`src/rtl/mac16_unit.sv`:
```
module mac16_unit (
  input  logic        clk,
  input  logic        rst_n,
  input  logic        bus_sel,
  input  logic        bus_we,
  input  logic [3:0]  bus_addr,
  input  logic [15:0] bus_wdata,
  output logic [15:0] bus_rdata,
  output logic        bus_stall
);
  localparam logic [3:0] A_CTRL = 4'd0, A_AL = 4'd1, A_AH = 4'd2, A_BL = 4'd3,
                         A_BH = 4'd4, A_R0 = 4'd5, A_R3 = 4'd8;
  localparam logic [2:0] IDLE = 3'd4;

  logic        dly32, dly_on, b_wide, a_wide, sat, frac, carry;
  logic [1:0]  mode;
  logic [31:0] opa, opb;
  logic [63:0] acc, shown;
  logic [2:0]  lvl;

  logic        wr, start, sgn, accm, ovf, new_carry;
  logic [31:0] opb_new;
  logic [63:0] a64, b64, prod, prod_f, new_res;
  logic [64:0] sum;
  logic [1:0]  ridx;

  assign sgn  = mode[0];
  assign accm = mode[1];

  assign bus_stall = bus_sel & bus_we & dly_on & (dly32 ? (lvl < 3'd2) : (lvl != IDLE));
  assign wr    = bus_sel & bus_we & ~bus_stall;
  assign start = wr & ((bus_addr == A_BL & ~b_wide) | (bus_addr == A_BH & b_wide));

  assign opb_new = (bus_addr == A_BH) ? {bus_wdata, opb[15:0]} : {opb[31:16], bus_wdata};

  assign a64 = a_wide ? {{32{sgn & opa[31]}}, opa}
                      : {{48{sgn & opa[15]}}, opa[15:0]};
  assign b64 = b_wide ? {{32{sgn & opb_new[31]}}, opb_new}
                      : {{48{sgn & opb_new[15]}}, opb_new[15:0]};

  assign prod   = a64 * b64;
  assign prod_f = frac ? {prod[62:0], 1'b0} : prod;

  assign sum = {sgn & prod_f[63], prod_f}
             + (accm ? {sgn & acc[63], acc} : 65'd0);

  assign ovf = sgn & accm & sat & (sum[64] ^ sum[63]);

  always_comb begin
    if (ovf) new_res = sum[64] ? {1'b1, 63'd0} : {1'b0, {63{1'b1}}};
    else     new_res = sum[63:0];
  end

  assign new_carry = (frac | sat) ? carry : sum[64];
  assign ridx      = 2'(bus_addr - A_R0);

  always_ff @(posedge clk) begin
    if (!rst_n) begin
      dly32  <= 1'b0;
      dly_on <= 1'b0;
      b_wide <= 1'b0;
      a_wide <= 1'b0;
      mode   <= 2'b00;
      sat    <= 1'b0;
      frac   <= 1'b0;
      carry  <= 1'b0;
      opa    <= '0;
      opb    <= '0;
      acc    <= '0;
      shown  <= '0;
      lvl    <= IDLE;
    end else begin
      if (start) begin
        acc   <= new_res;
        carry <= new_carry;
        lvl   <= 3'd0;
      end else if (lvl != IDLE) begin
        shown[lvl[1:0]*16 +: 16] <= acc[lvl[1:0]*16 +: 16];
        lvl <= lvl + 3'd1;
      end
      if (wr) begin
        if (bus_addr == A_CTRL) begin
          dly32  <= bus_wdata[9];
          dly_on <= bus_wdata[8];
          b_wide <= bus_wdata[7];
          a_wide <= bus_wdata[6];
          mode   <= bus_wdata[5:4];
          sat    <= bus_wdata[3];
          frac   <= bus_wdata[2];
          carry  <= bus_wdata[0];
        end
        if (bus_addr == A_AL) opa[15:0]  <= bus_wdata;
        if (bus_addr == A_AH) opa[31:16] <= bus_wdata;
        if (bus_addr == A_BL) opb[15:0]  <= bus_wdata;
        if (bus_addr == A_BH) opb[31:16] <= bus_wdata;
        if (bus_addr >= A_R0 && bus_addr <= A_R3) begin
          acc[ridx*16 +: 16]   <= bus_wdata;
          shown[ridx*16 +: 16] <= bus_wdata;
        end
      end
    end
  end

  always_comb begin
    case (bus_addr)
      A_CTRL:  bus_rdata = {6'd0, dly32, dly_on, b_wide, a_wide, mode, sat, frac, 1'b0, carry};
      A_AL:    bus_rdata = opa[15:0];
      A_AH:    bus_rdata = opa[31:16];
      A_BL:    bus_rdata = opb[15:0];
      A_BH:    bus_rdata = opb[31:16];
      4'd5:    bus_rdata = shown[15:0];
      4'd6:    bus_rdata = shown[31:16];
      4'd7:    bus_rdata = shown[47:32];
      A_R3:    bus_rdata = shown[63:48];
      default: bus_rdata = 16'd0;
    endcase
  end
endmodule


```
`config.mk`:
```
export PLATFORM = sky130hd
export DESIGN_NAME = mac16_unit
export DESIGN_NICKNAME = d
export VERILOG_FILES = /design/src/rtl/mac16_unit.sv
export SDC_FILE = /design/constraint.sdc
export NUM_CORES = 2
export LEC_CHECK = 0
export BUFFER_PORTS_ARGS = -buffer_cell sky130_fd_sc_hd__buf_2
export CAP_MARGIN = 20
export CORE_UTILIZATION = 57
export CTS_BUF_LIST = sky130_fd_sc_hd__clkbuf_2 sky130_fd_sc_hd__clkbuf_4 sky130_fd_sc_hd__clkbuf_8
export DETAILED_ROUTE_END_ITERATION = 8
export PLACE_DENSITY_LB_ADDON = 0.2
export SETUP_SLACK_MARGIN = 0.05
export SYNTH_ARGS = -nofsm -noshare
export SYNTH_HDL_FRONTEND = slang
export SYNTH_SLANG_ARGS = --single-unit
export TNS_END_PERCENT = 5
```
`constraint.sdc`:
```
create_clock -name clk -period 45.8 [get_ports clk]
set_input_delay 6.87 -clock clk [delete_from_list [all_inputs] [get_ports clk]]
set_output_delay 6.87 -clock clk [all_outputs]
set_load 0.05 [all_outputs]
```
==> metrics <==
outcome complete, no violations; R2R cell count 47; Pre-Repair DR Iteration Count 9; CTS clk-pin slew, worst paths 0.06 ns; Hold WS 0.492 ns; post-route ant nets 0; routed vias 50862; DR WL/cell 24.5 um; relative slew slack 4.18%; Tot Pwr 463 uW; most common cell after layout, fill and taps aside inv_1; peak supply drop 0.0159 mV; clk sink count 204; Reg-to-Reg Start a_wide$_SDFFE_PN0P_; MaxCap Viol Count 0; Post-Syn Nets 9110; #FFs+latches synth 204; worst-margin pin slew 1.42 ns; # DRC 0; CP max FO 36; CTS tree done; Starting Density 57.6%; gp weighted congestion 1.09; final core occ 59.7%; Seq/Total Area, Yosys 6.49%; placed cell count 8503; crit path kind in2reg; setup violators final 0; DRT Wirelength 210 mm; met2 wire length 90.4 mm; Crit. End Element flip-flop; clk_lat worst skew 0.57 ns; DIE WIDTH 334 um; Hold Path Depth 2; Tcrit/Tclk final 49.1%; initial antenna violation count 14; Non-Filler Instances 8568; Row Count 121; area grow syn2layout 3.49%; Met1 Wirelength 79.4 mm; Mapped Area 0.0629 mm2; Num CTS Buffers 35; yosys warns 0; # IOs 41; # resized after CTS 0; Port Buffer Count 40; unrepaired setup endpoints after global routing false; Hold-fix buffers, CTS 0; first-pass GRT wire length 321 mm; startpoint type of the worst setup path input pin; Crit Reg-Reg Endpoint acc[58]$_SDFF_PN0_; largest net degree at the start of global routing 115; Power per Cell Area 7.12 mW/mm2; top cells by area, synth fa_1 46%, inv_1 9.9%, ha_1 7.4%; vias in the first global route 52486; clk buf depth 3; Setup TNS 0 ns; CP Data Arrival Time 22.93 ns; CP max stage cell a221oi_1; die area 0.112 mm2; Leak Pwr 0.0340 uW; Initial DRC Count 5557; ys async rst share 0%; Reg2Reg Setup Slack 29.30 ns; layout cells sized above 1 4.39%; H-tree depth 2; Clock Tree Root clkbuf_8; Peak Freq 44.5 MHz; Layout Nets 8904; Setup Buffers After CTS 0; max incr delay on CP 0.84 ns; global route total overflow 0; syn avg cell area 8.65 um2; most frequent cells in the layout 1653 x inv_1, 1442 x fa_1, 1168 x nand2_1; post-synth top area cell fa_1; Critical Path RT 46.24 ns; Via density 5.94; die height 334 um; Post-synth EDFFs 0; min Tclk post-route 22.49 ns; GRT Util Overall 38.7%; detailed placement HPWL 167 mm; Max Used Layer met5; min-delay worst type reg2reg; Mapped Cells 7273; Core Region 0.109 mm2; clk_skew 0.0399 ns; Synth cell types 81; # fillers 9682; share of the synthesized area in the top cell type 45.9%; Final Hold Viols 0; WHS Endpoint opb[13]$_SDFFE_PN0P_; hold path start opb[13]$_SDFFE_PN0P_; Routed met3 length 26.2 mm; top_reg_cell synth dfxtp_1; Slew Viols, Final 0; most used cell, CP fa_1
## logic make-up (layout without fill, tap and decap cells)
group           after synthesis  count (layout)  synth area share, %
mux                          85              85                 1.77
flops                       204             204                 6.49
compound gates              918             918                 9.25
simple gates               2057            2057                 14.7
fa+ha+maj                  1813            1813                 53.3
buf+inv                    2030            1846                 12.1
xor+xnor                    166             166                 2.38
other cells                   0               3                    0
## power breakdown
| part | total (uW) | internal (uW) | leakage (uW) | switching (uW) |
|---|---|---|---|---|
| sequential | 183 | 180 | 0.00165 | 3.02 |
| clock | 181 | 99.0 | 0.000392 | 81.7 |
| combinational | 100 | 23.9 | 0.0319 | 76.2 |
## synthesized netlist by cell type, types with 82 or more instances
cell,instances
dfxtp_1,204
and2_1,385
fa_1,1442
xnor2_1,115
nor2_1,228
inv_1,1653
clkbuf_1,336
a21o_1,100
o21ai_0,165
ha_1,371
a21boi_0,82
nand2_1,1176
a21oi_1,253
## critical path, delay by kind of cell
kind	cells	cell delay (ns)
AO/OA/AOI/OAI	14	5.59
buffers and inverters	9	1.47
XOR/XNOR	2	0.60
multiplexers	1	0.65
AND/OR/NAND/NOR	12	2.21
adder cells (fa/ha/maj)	13	5.47
## worst max-delay path by stage
stage	start	endpoint	slack, ns	cells after the start
2_1_floorplan	bus_addr[0]	acc[39]$_SDFF_PN0_	26.60	51
3_3_place_gp	bus_addr[0]	acc[62]$_SDFF_PN0_	23.86	51
3_5_place_dp	bus_addr[0]	acc[58]$_SDFF_PN0_	23.55	54
4_1_cts	bus_addr[0]	acc[58]$_SDFF_PN0_	24.05	51
5_1_grt	bus_addr[0]	acc[10]$_SDFF_PN0_	23.00	54
6_report	bus_addr[0]	acc[58]$_SDFF_PN0_	23.31	51
## cell type report
class | count | area (um2) | area share [%]
multi-input combinational | 5039 | 51300 | 78.8
inverter | 1653 | 6200 | 9.53
sequential | 204 | 4090 | 6.28
tap | 1476 | 1850 | 2.84
timing repair buffer | 134 | 908 | 1.40
clock buffer | 57 | 722 | 1.11
clock inverter | 2 | 10.0 | 0.0154
antenna | 3 | 7.51 | 0.0115
## state kept, by name, indices dropped and copies added, names as in the netlist, 2 cells and up
name,cells
opb,32
shown,64
opa,32
lvl,3
acc,64
mode,2
## metal layers
layer | up-vias | global-route usage, %
met5 | - | 0.174
met4 | 16 | 19.6
met3 | 706 | 11.7
met2 | 3067 | 57.3
met1 | 25629 | 51.5
li1 | 21444 | -
## stage by stage
stage | cell area, um2 | setup slack (ns)
final | 65100 | 23.31
after global routing | 65100 | 23.00
after CTS | 65100 | 24.05
after detailed placement | 64400 | 23.55
after global placement | 64300 | 23.86
after floorplan | 62900 | 26.60
(Power assumes the default switching activity.)
